[src/rtl/rst_pulse_ctl.sv]
module rst_pulse_ctl #(
  parameter int ADDR_W = 8,
  parameter logic [ADDR_W-1:0] CTRL_ADDR = 'h40,
  parameter int PULSE_CYCLES = 3
) (
  input  logic              clk,
  input  logic              rst_n,
  input  logic [ADDR_W-1:0] bus_addr,
  input  logic              bus_we,
  input  logic [7:0]        bus_wdata,
  output logic [7:0]        bus_rdata,
  output logic              chip_full_rst,
  output logic              chip_part_rst,
  output logic              demod_full_rst,
  output logic              demod_part_rst,
  output logic              dec_full_rst,
  output logic              dec_part_rst,
  output logic              align_part_rst,
  output logic              descr_part_rst,
  output logic              cfg_restore
);
  localparam int CW = $clog2(PULSE_CYCLES + 1);
  localparam logic [CW-1:0] LOAD = CW'(PULSE_CYCLES);
  localparam logic [7:0] SUB_ALL   = 8'h3F;
  localparam logic [7:0] SUB_PART  = 8'h17;
  localparam logic [7:0] FULL_MASK = 8'hA8;

  logic       addr_hit, wr_hit;
  logic [7:0] req, load, act_d, pulse_q;
  logic       restore_q;

  assign addr_hit = (bus_addr == CTRL_ADDR);
  assign wr_hit   = bus_we && addr_hit;
  assign req  = bus_wdata | ({8{bus_wdata[7]}} & SUB_ALL) | ({8{bus_wdata[6]}} & SUB_PART);
  assign load = wr_hit ? req : 8'h00;

  for (genvar i = 0; i < 8; i++) begin : g_bit
    logic [CW-1:0] cnt_q, cnt_d;

    always_comb begin
      if (load[i])            cnt_d = LOAD;
      else if (cnt_q != '0)   cnt_d = cnt_q - CW'(1);
      else                    cnt_d = '0;
    end
    assign act_d[i] = (cnt_d != '0);

    always_ff @(posedge clk or negedge rst_n) begin
      if (!rst_n) begin
        cnt_q      <= '0;
        pulse_q[i] <= 1'b0;
      end else begin
        cnt_q      <= cnt_d;
        pulse_q[i] <= act_d[i];
      end
    end

    // a hit write carrying this bit starts or restarts its pulse
    p_start_r2: assert property (@(posedge clk) disable iff (!rst_n)
      load[i] |=> pulse_q[i]);
    // last counted cycle without a new write ends the pulse
    p_selfclear_r4: assert property (@(posedge clk) disable iff (!rst_n)
      (cnt_q == CW'(1) && !load[i]) |=> !pulse_q[i]);
    // a pulse never lasts a single cycle when the width is longer
    p_width_r3: assert property (@(posedge clk) disable iff (!rst_n)
      ((PULSE_CYCLES > 1) && $rose(pulse_q[i])) |=> pulse_q[i]);
  end

  always_ff @(posedge clk or negedge rst_n) begin
    if (!rst_n) restore_q <= 1'b0;
    else        restore_q <= |(act_d & FULL_MASK);
  end

  assign bus_rdata      = addr_hit ? pulse_q : 8'h00;
  assign chip_full_rst  = pulse_q[7];
  assign chip_part_rst  = pulse_q[6];
  assign demod_full_rst = pulse_q[5];
  assign demod_part_rst = pulse_q[4];
  assign dec_full_rst   = pulse_q[3];
  assign dec_part_rst   = pulse_q[2];
  assign align_part_rst = pulse_q[1];
  assign descr_part_rst = pulse_q[0];
  assign cfg_restore    = restore_q;

  p_chip_full_r5: assert property (@(posedge clk) disable iff (!rst_n)
    pulse_q[7] |-> (&pulse_q[5:0]));
  p_chip_part_r6: assert property (@(posedge clk) disable iff (!rst_n)
    pulse_q[6] |-> (pulse_q[4] && pulse_q[2] && pulse_q[1] && pulse_q[0]));
  p_restore_r7: assert property (@(posedge clk) disable iff (!rst_n)
    cfg_restore == (|(pulse_q & FULL_MASK)));
  p_zero_write_r9: assert property (@(posedge clk) disable iff (!rst_n)
    (bus_we && bus_wdata == 8'h00 && pulse_q == 8'h00) |=> pulse_q == 8'h00);
endmodule

[config.mk]
export PLATFORM = sky130hd
export DESIGN_NAME = rst_pulse_ctl
export DESIGN_NICKNAME = d
export VERILOG_FILES = /design/src/rtl/rst_pulse_ctl.sv
export SDC_FILE = /design/constraint.sdc
export NUM_CORES = 1
export LEC_CHECK = 0
export ABC_AREA = 1
export BUFFER_PORTS_ARGS = -buffer_cell sky130_fd_sc_hd__buf_2
export CAP_MARGIN = 20
export CORE_AREA = 5 5 64 66
export CTS_CLUSTER_SIZE = 12
export DETAILED_ROUTE_END_ITERATION = 6
export DIE_AREA = 0 0 69 71
export SYNTH_ARGS = -nofsm -noshare
export SYNTH_HDL_FRONTEND = slang
export SYNTH_SLANG_ARGS = --single-unit
[constraint.sdc]
create_clock -name clk -period 0.8 [get_ports clk]
set_input_delay 0 -clock clk [delete_from_list [all_inputs] [get_ports clk]]
set_output_delay 0 -clock clk [all_outputs]
set_load 0.01 [all_outputs]
==> results of run 1 <==
-- worst max-delay path, cell delays in order (launching register included) --
cell and delay (ps):
dfrtp_1 380, inv_1 50, nor2_2 100, buf_2 130
-- per-stage QoR --
step                      util (%)  hold slack [ps]  setup TNS, ps  instance area (um2)  total power [mW]
after floorplan                  -             -296              0                 1040              1.32
after global placement        36.7             5.18          -1450                 1290              1.40
after detailed placement      36.7             12.3          -1920                 1290              1.41
after CTS                     38.0            0.113          -1720                 1340              1.94
after global routing          38.5             23.5          -2570                 1360              2.02
final                         38.5             13.6          -1450                 1360              1.91
-- per-layer routing --
metal  global-route usage [%]  up-vias  share of wire, %
li1                         -      423                 -
met5                        0        -                 0
met4                     2.60        0                 0
met3                     2.84        0               8.2
met2                     13.5       25                46
met1                     10.9      375                46
-- power groups by stage --
stage	registers [mW]	clock network (mW)	logic (mW)
CTS	1.27	0.552	0.123
floorplan	1.29	0	0.0312
finish	1.27	0.524	0.120
global route	1.27	0.607	0.140
detailed placement	1.29	0	0.115
global placement	1.29	0	0.112
-- cell usage after synthesis (all sizes together) --
library cell,n
or2,2
inv,24
o21ai,8
nand3,3
dfrtp,25
nand2,36
nor2,16
-- repair_timing --
item	in CTS	in global routing
buffers inserted	0	1
hold endpoints to repair	28	0
setup endpoints to repair	17	18
pin swaps	4	4
gates resized for setup	0	4
hold buffers	2	0
-- cell type report --
type / count / area share, %
Timing Repair Buffer: 41 / 16.6
Inverter: 24 / 6.83
Tap cell: 48 / 4.43
Multi-Input combinational cell: 65 / 24.0
Sequential cell: 25 / 46.2
Clock buffer: 4 / 1.94
-- logic make-up (layout without fill, tap and decap cells) --
family | Yosys count | in the layout
AND/OR/NAND/NOR | 57 | 57
flip-flops | 25 | 25
buffers and inverters | 24 | 69
AO/OA/AOI/OAI | 8 | 8
-- worst paths after layout --
path	endpoint	startpoint	slack (ps)	cells after the start
worst max-delay path	bus_rdata[1]	align_part_rst	-170	3
worst min-delay path	g_bit[1].cnt_q[0]	bus_wdata[1]	10	5
worst max register to register	cfg_restore	g_bit[5].cnt_q[1]	20	4
worst min register to register	g_bit[2].cnt_q[0]	g_bit[2].cnt_q[0]	450	1
max in group asynchronous	g_bit[0].cnt_q[1]	rst_n	250	2
min in group asynchronous	g_bit[4].cnt_q[1]	rst_n	190	2
==> impl_metrics.csv, run 1 <==
group,metric,value,unit
flow_run,drv_cap,0,
power,power-per-cell-area,1410,nW/um2
sta,finClkSkew,1.62,ps
power,seq_power_share,66.3,%
synthesis,synth-seq-cells,25,
placed_design,dp_cells,200,
synthesis,synth_cell_types,12,
clock_network,htree_num_levels,1,
cells_and_area,total_area_of_multi_input_combinational_cells,325,um2
cells_and_area,regMostFlops,"g_bit.cnt_q",
sta,final_critical_path_setup_slack,-168,ps
power,power.static_leakage,0.809,nW
floorplanning,io_pins,36,
run_status,outcome,"complete, but fails checks",
run_status,violations,"negative setup slack",
worst_setup_path,worst_ep_arrival_time,970,ps
routing,detailedRoute.firstIterationViolations,14,
global_route,grt_max_degree,26,
sta,finalHoldViolCount,0,
worst_setup_path,worstSetupEndpointType,"output pin",
clock_network,cts.sink_count,25,
global_route,grt_overflow,0,
floorplanning,fp-row-count,22,
synthesis,post_synth_and_or_nand_nor_area_fraction,25.0,%
cells_and_area,layout.nets,179,
synthesis,post_synth_mux_area_share,0,%
power,share_comb_of_total_power,6.3,%
global_route,grt_use_total,8.44,%
routing,routed-via-count,823,
placed_design,place.gp.congestion,0.811,
synthesis,xor_xnor_cell_area_share_of_the_yosys_netlist,0,%
routing,wire_per_inst,9.52,um
clock_network,worst_setup_hold_path_clk_slew,120,ps
cells_and_area,largest_reg_flops,16,
floorplanning,dieArea,4900,um2
routing,number_of_iterations_in_the_first_detailed_routing_pass,3,
synthesis,synth.cell_area,1040,um2
sta,maxSlewViolCount,0,
sta,setup_viol,17,
cells_and_area,drive_above_1_share,38.4,%
synthesis,synth.avg_cell_area,9.09,um2
synthesis,syn-num-nets,133,
cells_and_area,mostFrequentLayoutCells,"buf_2 (35), nand2_1 (30), dfrtp_1 (25), inv_1 (22), nor2_1 (12)",
sta,fmax,1.03,GHz
synthesis,synth_seq_area_share,60.4,%
clock_network,cts_root_buffer,"clkbuf_4",
synthesis,post_synth_fa_ha_maj_area_fraction,0,%
placed_design,dp_slack,-128,ps
power,internal-power,1.52,mW
cells_and_area,nFillCells,376,
floorplanning,chipHeight,71,um
sta,min_period,968,ps
cells_and_area,finish.cell_count_without_fillers,207,
synthesis,post-synth-top-area-cell,"dfrtp_1",
sta,fin_crit_sh,121,%
cells_and_area,area.growth.synth_to_final,30.8,%
power,vdd.ir_drop.worst,0.494,mV
worst_setup_path,critPathRequiredTime,800,ps
floorplanning,coreArea,3520,um2
global_route,first_pass_grt_wire_length,3.42,mm
synthesis,cells_after_synth,114,
routing,avgViaCountPerCell,3.98,
cells_and_area,insertedDiodeCount,0,
routing,drc,0,
power,share_clk_of_total_power,27.4,%
routing,postRouteAntennaNets,0,
worst_setup_path,crit_path_start_kind,"flop",
global_route,grt_antenna_before_repair,0,
placed_design,dp_hpwl,1.61,mm
floorplanning,starting_density_of_the_core,29.4,%
worst_hold_path,worst_hold_path_type,"input pin to flop",
clock_network,cts_buffer_count,3,
clock_network,clk_path_buf_depth,2,
sta,worst_slew_pin_slew,541,ps
synthesis,synth_top_family_by_area,"simple AND/OR/NAND/NOR gates",
synthesis,compound_cell_area_share_of_the_yosys_netlist,5.68,%
power,p_sw,395,uW
worst_setup_path,worstPathMaxFanout,2,
clock_network,worst_skew_pair.late_latency,300,ps
clock_network,tritoncts,"done",
synthesis,yosys.area.top_type_share,60.4,%
synthesis,synth_area_leaders,"dfrtp_1 (60%), nand2_1 (11%), inv_1 (8.3%), nor2_1 (5.1%), o21ai_2 (4.2%)",
sta,unrepaired_setup_endpoints_after_global_routing,"yes",
worst_setup_path,critical_path_class,"flop to output pin",
synthesis,syn_warnings,0,
cells_and_area,layout_commonest_cell,"buf_2",
placed_design,buffer_ports.inserted,35,
global_route,number_of_global_route_vias_before_repair,800,
cells_and_area,combined_flip_flop_and_latch_cell_area,626,um2
routing,total_wire_length_after_detailed_routing,1.97,mm
floorplanning,die_x,69,um
power,swShare,20.7,%
sta,max-slew-margin-rel,63.9,%
Note: power is estimated with default switching activity, not from simulation.
==> run 2, diff against run 1 <==
Settings changed: SKIP_LAST_GASP set to 1.
==> run 2 against run 1 <==
The run still ends with negative setup slack left; die area is the same; clock skew is the same; register-to-register slack is essentially flat; first-iteration DRC count grew 7.1%; sequential share of layout area is the same; count of clock-buffer cells in the layout is the same.
==> impl_metrics.csv, run 2 (synthesized netlist as in run 1, its figures left out) <==
group,metric,value,unit
power,vdd.ir_drop.worst,0.494,mV
cells_and_area,combined_flip_flop_and_latch_cell_area,626,um2
clock_network,cts_buffer_count,3,
routing,number_of_iterations_in_the_first_detailed_routing_pass,3,
worst_setup_path,critical_path_class,"flop to output pin",
global_route,grt_max_degree,26,
placed_design,place.gp.congestion,0.811,
floorplanning,io_pins,36,
routing,avgViaCountPerCell,3.98,
power,share_comb_of_total_power,6.3,%
floorplanning,chipHeight,71,um
cells_and_area,regMostFlops,"g_bit.cnt_q",
power,swShare,20.7,%
worst_hold_path,worst_hold_path_type,"input pin to flop",
clock_network,cts.sink_count,25,
global_route,first_pass_grt_wire_length,3.42,mm
power,p_sw,395,uW
floorplanning,coreArea,3520,um2
placed_design,dp_hpwl,1.61,mm
routing,routed-via-count,823,
worst_setup_path,worstSetupEndpointType,"output pin",
sta,min_period,968,ps
cells_and_area,area.growth.synth_to_final,30.8,%
cells_and_area,postLayoutCoreUtil,38.5,%
run_status,violations,"negative setup slack",
floorplanning,die_x,69,um
placed_design,dp_slack,-128,ps
sta,finClkSkew,1.62,ps
clock_network,htree_num_levels,1,
cells_and_area,mostFrequentLayoutCells,"buf_2 (35), nand2_1 (30), dfrtp_1 (25), inv_1 (22), nor2_1 (12)",
sta,setup_viol,17,
routing,wire_per_inst,9.52,um
floorplanning,starting_density_of_the_core,29.4,%
worst_hold_path,worstHoldStart,"bus_wdata[1]",
clock_network,cts_root_buffer,"clkbuf_4",
routing,postRouteAntennaNets,0,
worst_setup_path,worst_ep_arrival_time,970,ps
placed_design,instance_area_after_placement,1290,um2
clock_network,tritoncts,"done",
floorplanning,dieArea,4900,um2
cells_and_area,layout_commonest_cell,"buf_2",
worst_setup_path,rrSetupSlack,20,ps
power,power-per-cell-area,1410,nW/um2
global_route,number_of_global_route_vias_before_repair,800,
clock_network,worst_setup_hold_path_clk_slew,120,ps
worst_setup_path,worstPathMaxFanout,2,
sta,fin_crit_sh,121,%
cells_and_area,drive_above_1_share,38.4,%
placed_design,buffer_ports.inserted,35,
cells_and_area,finish.cell_count_without_fillers,207,
sta,unrepaired_setup_endpoints_after_global_routing,"yes",
clock_network,worst_skew_pair.late_latency,300,ps
worst_setup_path,critical-path-max-stage-delay,380,ps
sta,finalHoldViolCount,0,
cells_and_area,layout.nets,179,
power,share_clk_of_total_power,27.4,%
global_route,grt_use_total,8.44,%
worst_setup_path,crit_path_start_kind,"flop",
worst_setup_path,critical-path-slowest-cell,"dfrtp_1",
global_route,grt_overflow,0,
cells_and_area,nFillCells,376,
routing,detailedRoute.firstIterationViolations,15,
cells_and_area,insertedDiodeCount,0,
sta,fmax,1.03,GHz
sta,worst_slew_pin_slew,541,ps
flow_run,drv_cap,0,
power,internal-power,1.52,mW
cells_and_area,largest_reg_flops,16,
worst_setup_path,cp_num_buf_inv,2,
routing,total_wire_length_after_detailed_routing,1.97,mm
placed_design,dp_cells,200,
power,power.static_leakage,0.809,nW
worst_setup_path,cp_top_family,"flip-flops",
worst_setup_path,reg2reg_from,"g_bit[5].cnt_q[1]",
floorplanning,fp-row-count,22,
worst_setup_path,critPathRequiredTime,800,ps
power,seq_power_share,66.3,%
sta,final_critical_path_setup_slack,-168,ps
worst_hold_path,hold_end,"g_bit[1].cnt_q[0]",
sta,max-slew-margin-rel,63.9,%
worst_setup_path,timing.critical_path.cells,"inv_1 -> nor2_2 -> buf_2",
cells_and_area,final_cell_area,1360,um2
run_status,outcome,"complete, but fails checks",
worst_setup_path,r2r.worst_path.cells,4,
worst_setup_path,worstReg2RegEnd,"cfg_restore",
worst_hold_path,timing.hold.worst_path_depth,5,
global_route,grt_antenna_before_repair,0,
cells_and_area,total_area_of_multi_input_combinational_cells,325,um2
clock_network,clk_path_buf_depth,2,
sta,maxSlewViolCount,0,
routing,drc,0,
-- run 2: repair_timing --
action / in CTS / in global routing
setup buffers: 0 / 1
hold buffers: 2 / 0
pin swaps: 4 / 4
resized for setup: 0 / 4
setup endpoints to repair: 17 / 18
endpoints found under the hold margin: 28 / 0
-- run 2: worst max path at each step --
stage / start / end / slack, ps / cells past startpoint
floorplan: g_bit[3].cnt_q[1] / cfg_restore / 80 / 4
global placement: bus_addr[3] / g_bit[2].cnt_q[0] / -100 / 8
detailed placement: bus_wdata[7] / cfg_restore / -130 / 6
CTS: descr_part_rst / bus_rdata[0] / -190 / 3
global route: align_part_rst / bus_rdata[1] / -240 / 3
finish: align_part_rst / bus_rdata[1] / -170 / 3
-- run 2: tightest hold or removal path: cells and delay by family --
family                 cells  cell delay [ps]
buffers and inverters      2              100
AOI/OAI and AO/OA          1               50
and+or+nand+nor            2              130
-- run 2: layout make-up --
type,instances,area share [%]
Clock buffer,4,1.94
Inverter,24,6.83
Timing Repair Buffer,41,16.6
Multi-Input combinational cell,65,24.0
Tap cell,48,4.43
Sequential cell,25,46.2
-- run 2: power groups by stage --
stage	Sequential (mW)	Clock (mW)	Combinational [mW]
floorplan	1.29	0	0.0312
global placement	1.29	0	0.112
detailed placement	1.29	0	0.115
finish	1.27	0.524	0.120
CTS	1.27	0.552	0.123
global route	1.27	0.607	0.140
-- run 2: per-stage QoR --
stage          hold WS [ps]  setup TNS, ps  total power, mW
6_report               13.6          -1450             1.91
3_3_place_gp           5.18          -1450             1.40
3_5_place_dp           12.3          -1920             1.41
2_1_floorplan          -296              0             1.32
5_1_grt                23.5          -2570             2.02
4_1_cts               0.113          -1720             1.94
-- run 2: layer usage --
metal	global-route usage, %	vias to the layer above	part of all wire [%]
met5	0	-	0
met4	2.60	0	0
met3	2.84	0	8.2
met2	13.5	25	46
met1	10.9	375	46
li1	-	423	-
